===== config.mk =====
export PLATFORM = sky130hd
export DESIGN_NAME = busCycleSeq
export DESIGN_NICKNAME = d
export VERILOG_FILES = /design/src/rtl/busSeqPkg.sv /design/src/rtl/busAckSync.sv /design/src/rtl/busSeqCtrl.sv /design/src/rtl/busSeqData.sv /design/src/rtl/busCycleSeq.sv
export SDC_FILE = /design/constraint.sdc
export NUM_CORES = 1
export LEC_CHECK = 0
export ABC_AREA = 1
export BUFFER_PORTS_ARGS = -buffer_cell sky130_fd_sc_hd__buf_2
export CORE_AREA = 5 5 68 132
export DETAILED_ROUTE_END_ITERATION = 8
export DIE_AREA = 0 0 73 137
export PLACE_DENSITY = 0.73
export SLEW_MARGIN = 40
export SYNTH_ARGS = -nofsm -noshare
export SYNTH_HDL_FRONTEND = slang
export SYNTH_HIERARCHICAL = 1
export SYNTH_SLANG_ARGS = --single-unit

===== constraint.sdc =====
create_clock -name clk -period 3.3 [get_ports clk]
set_input_delay 0.165 -clock clk [delete_from_list [all_inputs] [get_ports clk]]
set_output_delay 0.165 -clock clk [all_outputs]
set_load 0.05 [all_outputs]

===== src/rtl/busSeqPkg.sv =====
package busSeqPkg;
  typedef enum logic [3:0] {
    ST_IDLE, ST_S0, ST_S1, ST_S2, ST_S3, ST_S4, ST_S5, ST_S6, ST_S7,
    ST_WA, ST_WB, ST_ABORT
  } busState_t;

  typedef struct packed {
    logic load;        // latch a new request
    logic addrStrobe;  // address strobe active
    logic dataStrobe;  // data strobes active (lane-gated downstream)
    logic rwLow;       // read/write line low
    logic driveData;   // write data driven
    logic capture;     // sample read data
    logic done;        // cycle finished
    logic err;         // cycle abandoned
  } busCtrl_t;
endpackage


===== src/rtl/busAckSync.sv =====
module busAckSync #(
  parameter int STAGES = 2
) (
  input  logic clk,
  input  logic rstN,
  input  logic ackInN,
  output logic ackSeen
);
  logic [STAGES-1:0] chain;

  generate
    if (STAGES == 1) begin : gSingle
      always_ff @(posedge clk or negedge rstN)
        if (!rstN) chain <= '1;
        else       chain <= ackInN;
    end else begin : gMulti
      always_ff @(posedge clk or negedge rstN)
        if (!rstN) chain <= '1;
        else       chain <= {chain[STAGES-2:0], ackInN};
    end
  endgenerate

  assign ackSeen = ~chain[STAGES-1];
endmodule


===== src/rtl/busSeqCtrl.sv =====
module busSeqCtrl
  import busSeqPkg::*;
#(
  parameter int WD_W = 8
) (
  input  logic            clk,
  input  logic            rstN,
  input  logic            reqValid,
  input  logic            reqWrite,
  output logic            reqReady,
  input  logic            ackSeen,
  input  logic [WD_W-1:0] wdLimit,
  output busCtrl_t        ctl
);
  busState_t state, nextState;
  logic isWrite;
  logic [WD_W-1:0] waitCnt;
  logic enterWait;

  assign reqReady = (state == ST_IDLE) && !ackSeen;

  // decision at an acknowledge sampling point
  always_comb begin
    nextState = state;
    enterWait = 1'b0;
    case (state)
      ST_IDLE: if (reqValid && reqReady) nextState = ST_S0;
      ST_S0:   nextState = ST_S1;
      ST_S1:   nextState = ST_S2;
      ST_S2:   nextState = ST_S3;
      ST_S3:   nextState = ST_S4;
      ST_S4, ST_WB: begin
        if (ackSeen)                                    nextState = ST_S5;
        else if (wdLimit != '0 && waitCnt == wdLimit)   nextState = ST_ABORT;
        else begin
          nextState = ST_WA;
          enterWait = 1'b1;
        end
      end
      ST_WA:   nextState = ST_WB;
      ST_S5:   nextState = ST_S6;
      ST_S6:   nextState = ST_S7;
      ST_S7:   nextState = ST_IDLE;
      ST_ABORT: nextState = ST_IDLE;
      default: nextState = ST_IDLE;
    endcase
  end

  always_ff @(posedge clk or negedge rstN) begin
    if (!rstN) begin
      state   <= ST_IDLE;
      isWrite <= 1'b0;
      waitCnt <= '0;
    end else begin
      state <= nextState;
      if (ctl.load) begin
        isWrite <= reqWrite;
        waitCnt <= '0;
      end else if (enterWait) begin
        waitCnt <= waitCnt + 1'b1;
      end
    end
  end

  logic inStrobe, inWait, lateWrite;
  always_comb begin
    inWait    = (state == ST_WA) || (state == ST_WB);
    inStrobe  = (state == ST_S2) || (state == ST_S3) || (state == ST_S4) ||
                (state == ST_S5) || (state == ST_S6) || inWait;
    lateWrite = (state == ST_S4) || (state == ST_S5) || (state == ST_S6) || inWait;
    ctl            = '0;
    ctl.load       = reqValid && reqReady;
    ctl.addrStrobe = inStrobe;
    ctl.dataStrobe = isWrite ? lateWrite : inStrobe;
    ctl.rwLow      = isWrite && (state != ST_IDLE) && (state != ST_S0) && (state != ST_ABORT);
    ctl.driveData  = isWrite && (lateWrite || (state == ST_S3) || (state == ST_S7));
    ctl.capture    = (state == ST_S6) && !isWrite;
    ctl.done       = (state == ST_S7) || (state == ST_ABORT);
    ctl.err        = (state == ST_ABORT);
  end

  // a cycle only starts after the acknowledge was seen released
  assert_start_after_release_R9: assert property (@(posedge clk) disable iff (!rstN)
    (state == ST_S0) |-> $past(!ackSeen));
  // wait states come in pairs
  assert_wait_pair_R2: assert property (@(posedge clk) disable iff (!rstN)
    (state == ST_WB) |-> $past(state == ST_WA));
  // data phase only after the acknowledge was sampled
  assert_ack_before_s5_R2: assert property (@(posedge clk) disable iff (!rstN)
    (state == ST_S5) |-> $past(ackSeen));
  // the wait count never passes a nonzero limit
  assert_wait_bound_R10: assert property (@(posedge clk) disable iff (!rstN)
    (state == ST_WA && $stable(wdLimit) && wdLimit != '0) |-> (waitCnt <= wdLimit));
endmodule


===== src/rtl/busSeqData.sv =====
module busSeqData
  import busSeqPkg::*;
#(
  parameter int ADDR_W = 24,
  parameter int DATA_W = 16,
  localparam int LANES = DATA_W / 8
) (
  input  logic              clk,
  input  logic              rstN,
  input  busCtrl_t          ctl,
  input  logic [ADDR_W-1:0] reqAddr,
  input  logic [DATA_W-1:0] reqWData,
  input  logic [LANES-1:0]  reqBe,
  input  logic [DATA_W-1:0] busDataIn,
  output logic [ADDR_W-1:0] busAddr,
  output logic [DATA_W-1:0] busDataOut,
  output logic [LANES-1:0]  busDsN,
  output logic [DATA_W-1:0] rspData
);
  logic [LANES-1:0] beReg;

  always_ff @(posedge clk or negedge rstN) begin
    if (!rstN) begin
      busAddr    <= '0;
      busDataOut <= '0;
      beReg      <= '0;
      rspData    <= '0;
    end else begin
      if (ctl.load) begin
        busAddr    <= reqAddr;
        busDataOut <= reqWData;
        beReg      <= reqBe;
      end
      if (ctl.capture) rspData <= busDataIn;
    end
  end

  for (genvar lane = 0; lane < LANES; lane++) begin : gLane
    assign busDsN[lane] = ~(ctl.dataStrobe & beReg[lane]);
  end

  // a lane strobe is only active when its enable was latched
  assert_lane_enable_R7: assert property (@(posedge clk) disable iff (!rstN)
    (busDsN != '1) |-> ((~busDsN & ~beReg) == '0));
endmodule


===== src/rtl/busCycleSeq.sv =====
module busCycleSeq
  import busSeqPkg::*;
#(
  parameter int ADDR_W = 24,
  parameter int DATA_W = 16,
  parameter int WD_W   = 8,
  parameter int SYNC_STAGES = 2,
  localparam int LANES = DATA_W / 8
) (
  input  logic              clk,
  input  logic              rstN,
  input  logic              reqValid,
  output logic              reqReady,
  input  logic              reqWrite,
  input  logic [ADDR_W-1:0] reqAddr,
  input  logic [DATA_W-1:0] reqWData,
  input  logic [LANES-1:0]  reqBe,
  input  logic [WD_W-1:0]   wdLimit,
  output logic              rspDone,
  output logic              rspErr,
  output logic [DATA_W-1:0] rspData,
  output logic [ADDR_W-1:0] busAddr,
  output logic              busAsN,
  output logic              busRwN,
  output logic [LANES-1:0]  busDsN,
  output logic [DATA_W-1:0] busDataOut,
  output logic              busDataOe,
  input  logic [DATA_W-1:0] busDataIn,
  input  logic              busAckN
);
  busCtrl_t ctl;
  logic ackSeen;

  busAckSync #(.STAGES(SYNC_STAGES)) uSync (
    .clk(clk), .rstN(rstN), .ackInN(busAckN), .ackSeen(ackSeen));

  busSeqCtrl #(.WD_W(WD_W)) uCtrl (
    .clk(clk), .rstN(rstN), .reqValid(reqValid), .reqWrite(reqWrite),
    .reqReady(reqReady), .ackSeen(ackSeen), .wdLimit(wdLimit), .ctl(ctl));

  busSeqData #(.ADDR_W(ADDR_W), .DATA_W(DATA_W)) uData (
    .clk(clk), .rstN(rstN), .ctl(ctl), .reqAddr(reqAddr), .reqWData(reqWData),
    .reqBe(reqBe), .busDataIn(busDataIn), .busAddr(busAddr),
    .busDataOut(busDataOut), .busDsN(busDsN), .rspData(rspData));

  assign busAsN    = ~ctl.addrStrobe;
  assign busRwN    = ~ctl.rwLow;
  assign busDataOe = ctl.driveData;
  assign rspDone   = ctl.done;
  assign rspErr    = ctl.err;

  // data strobes only inside the address strobe
  assert_ds_inside_as_R1: assert property (@(posedge clk) disable iff (!rstN)
    (busDsN != '1) |-> !busAsN);
  // drive enable rises only after read/write is already low
  assert_rw_before_drive_R3: assert property (@(posedge clk) disable iff (!rstN)
    $rose(busDataOe) |-> $past(!busRwN));
  // write strobes fall only with data already driven
  assert_data_before_ds_R4: assert property (@(posedge clk) disable iff (!rstN)
    ((busDsN != '1) && ($past(busDsN) == '1) && !busRwN) |-> $past(busDataOe));
  // write data held for a state after the strobes negate
  assert_hold_after_ds_R5: assert property (@(posedge clk) disable iff (!rstN)
    (($past(busDsN) != '1) && (busDsN == '1) && !rspErr && $past(!busRwN)) |-> busDataOe);
  // an abandoned cycle releases every strobe
  assert_abort_release_R10: assert property (@(posedge clk) disable iff (!rstN)
    rspErr |-> (rspDone && busAsN && busDsN == '1 && !busDataOe));
endmodule


==> flow_metrics.tcl <==
set metrics [dict create \
    status "complete, no violations" \
    num_io_pins 135 \
    detail-route-antenna-nets 0 \
    fillers 769 \
    r2r-start "uSync/chain[1]" \
    synth-seq-area-share 0.535 \
    synth_warnings 6 \
    avgSynthCellArea_um2 8.30 \
    tns_ns 0 \
    fp.dieH_um 137 \
    max_cap_violations 0 \
    grt_pass1_vias 2948 \
    synth_compound_area_frac 0.0212 \
    grt_pass1_wl_um 12900 \
    syn_to_final_growth_pct 29.1 \
    holdWs_ns 0.0358 \
    synth_cells 412 \
    final.min_clock_period_ns 2.10 \
    grt_max_degree 74 \
    fin_crit_sh 0.636 \
    ctsHtreeMaxLevel 3 \
    cts_hold_buf 2 \
    antenna_found_initial 0 \
    drt-initial-drc-count 114 \
    fin_util 0.564 \
    end_kind "register" \
    dp_hpwl_um 5740 \
    leakage_nw 2.56 \
    synth_edf_count 0 \
    crit_path_start_kind "register" \
    cp_data_arrival_time_ns 2.35 \
    crit_fanout 29 \
    startpoint "uSync/chain[1]" \
    antenna_cells 0 \
    critPathCapture "uCtrl/state[0]" \
    max_slew_margin 0.568 \
    ir_drop_mv 0.706 \
    finalPower_w 0.00502 \
    design_area_um2 4410 \
    criticalPathCategory "reg2reg" \
    numCtsBuffers 9 \
    yosysMostFrequentCell "nand2_1" \
    skew_ns 0.00615 \
    io_buffers 134 \
    p_per_area_nw_per_um2 1140 \
    wl_um 7910 \
    synth_seq_cells 73 \
    grt_setup_unrepaired "false" \
    synth_ff_type "dfrtp_1" \
    synth.largest_area_cell "dfrtp_1" \
    fmax_ghz 0.476 \
    die_w_um 73 \
    synth_fa_ha_area_frac 0.00366 \
    worst_slew_pin_slew_ns 0.648 \
    cts_buffer_depth 2 \
    reg2reg_to "uCtrl/state[0]" \
    cts.sinks 73 \
    r2r_cells 7 \
    synth_top_family_by_area "simple AND/OR/NAND/NOR gates" \
    synthTopCellsByArea "dfrtp_1 (52%), nand2_1 (24%), inv_1 (3.1%)" \
    grt_usage 0.163 \
    synth_mux_area_frac 0 \
    slowest_delay_ns 0.51 \
    viasPerCell 4.60 \
    synth_xor_area_frac 0.0154 \
    finalMaxSlewViolations 0 \
    core-area_um2 7830 \
    crit_chain "inv_1 > nor3_4 > nand2_2 > inv_2 > buf_4 > nor3_1 > nor2_1" \
    synth.distinct_cells 30 \
    required_ns 3.55 \
    drive_gt1_frac 0.332 \
    initial_utilization 0.437 \
    root_buffer "clkbuf_16" \
    yosys.area_share.simple 0.334 \
    grt_overflow_total 0 \
    row_count 46 \
    syn-cell-area_um2 3420 \
    synth_fp_nets 484 \
    whs_path_depth 3 \
    clk_pin_slew_ns 0.06 \
    async_reset_ff_frac 1.00 \
    finalHoldViolations 0 \
    setup_viol 0 \
    ff2ff_setup_slack_ns 1.20 \
    clk_latency_ns 0.32 \
    vias 2980 \
    gp_congestion 0.836 \
    ys_top_cells_by_count "nand2_1 (217), dfrtp_1 (71), inv_1 (28), nand2_2 (15), nand3_1 (12)" \
    post_cts_resized 0 \
    fin_nets 619 \
    synth.top_cell.area_share 0.520 \
    drc 0 \
    dr.pass1.iters 4 \
    cp_slowest_cell "dfstp_2" \
    hold_class "in2reg" \
    avgRoutedWirePerCell_um 12.2 \
    die_area_um2 10000 \
    cts_tree "done" \
    post_cts_buffers 0 \
    dpl_cell_area_um2 4060 \
]
[layer usage]
layer	vias up	share of wire	routed length [um]	track usage
met5	-	0	0	0
met4	0	0.011	86	0.0565
met3	7	0.099	780	0.0522
met2	120	0.45	3600	0.255
met1	1332	0.44	3450	0.212
li1	1521	-	-	-
[cells in the final DEF (no fill, tap or decap)]
master,count
xor2_1,5
dlygate4sd3_1,2
a21oi_1,4
clkbuf_8,2
xnor2_1,1
nand2_2,15
dfstp_2,2
o211ai_1,1
inv_8,1
ha_1,1
dfrtp_1,71
nand2_4,1
clkinv_2,1
inv_6,1
a22o_1,1
inv_4,1
nand3_4,1
nor3_1,3
buf_6,1
nor3_4,1
nand3_1,12
inv_2,5
nand2_1,217
buf_4,2
nor2_2,3
clkbuf_1,1
bufinv_16,2
a211oi_1,1
buf_2,133
nor2_1,9
inv_1,28
clkbuf_16,9
nand4_1,8
nor2_4,1
o21ai_0,4
a21oi_2,1
[sequential cells by signal, summed over array words and instances, names as in the netlist]
name,count
uData/busAddr,24
uCtrl/isWrite,1
uData/rspData,16
uData/busDataOut,16
uCtrl/waitCnt,8
uCtrl/state,4
uData/beReg,2
uSync/chain,2
[cells by family (layout without fill, tap and decap cells)]
| family | after synthesis | in the layout |
|---|---|---|
| adders and majority gates | 1 | 1 |
| and+or+nand+nor | 271 | 271 |
| DFF | 73 | 73 |
| buffers and inverters | 49 | 189 |
| AOI/OAI and AO/OA | 12 | 12 |
| xor gates and xnor gates | 6 | 6 |
[worst min-delay path by stage]
stage,from,end
floorplan,rstN,uCtrl/isWrite
global placement,busAckN,uSync/chain[0]
detailed placement,rstN,uData/rspData[11]
CTS,busDataIn[1],uData/rspData[1]
global route,reqWData[3],uData/busDataOut[3]
finish,reqWData[6],uData/busDataOut[6]
[power breakdown]
group | internal, W | switching (W)
logic | 0.000541 | 0.00194
clock network | 0.000704 | 0.000340
registers | 0.00127 | 0.000218
total | 0.00252 | 0.00250
[layout make-up]
type / instances / area [um^2] / area share
repair buffers: 138 / 712 / 0.161
clock inverters: 4 / 73.8 / 0.0167
multi-input cells: 290 / 1280 / 0.290
clock buffers: 12 / 256 / 0.0581
well taps: 96 / 120 / 0.0272
inverters: 35 / 141 / 0.0320
flip-flops and latches: 73 / 1830 / 0.415
[worst max-delay path: cells and delay by family (launching register included)]
| kind | cells | cell delay, ns |
|---|---|---|
| buffers and inverters | 3 | 0.82 |
| and+or+nand+nor | 4 | 0.67 |
| DFF | 1 | 0.51 |
[through the flow]
| stage | setup WS (ns) | cells |
|---|---|---|
| finish | 1.20 | 648 |
| global route | 1.05 | 648 |
| CTS | 1.17 | 648 |
| detailed placement | 1.18 | 630 |
| global placement | 1.29 | 630 |
| floorplan | 1.11 | 412 |
No activity file was read; power rests on OpenSTA's default activity.
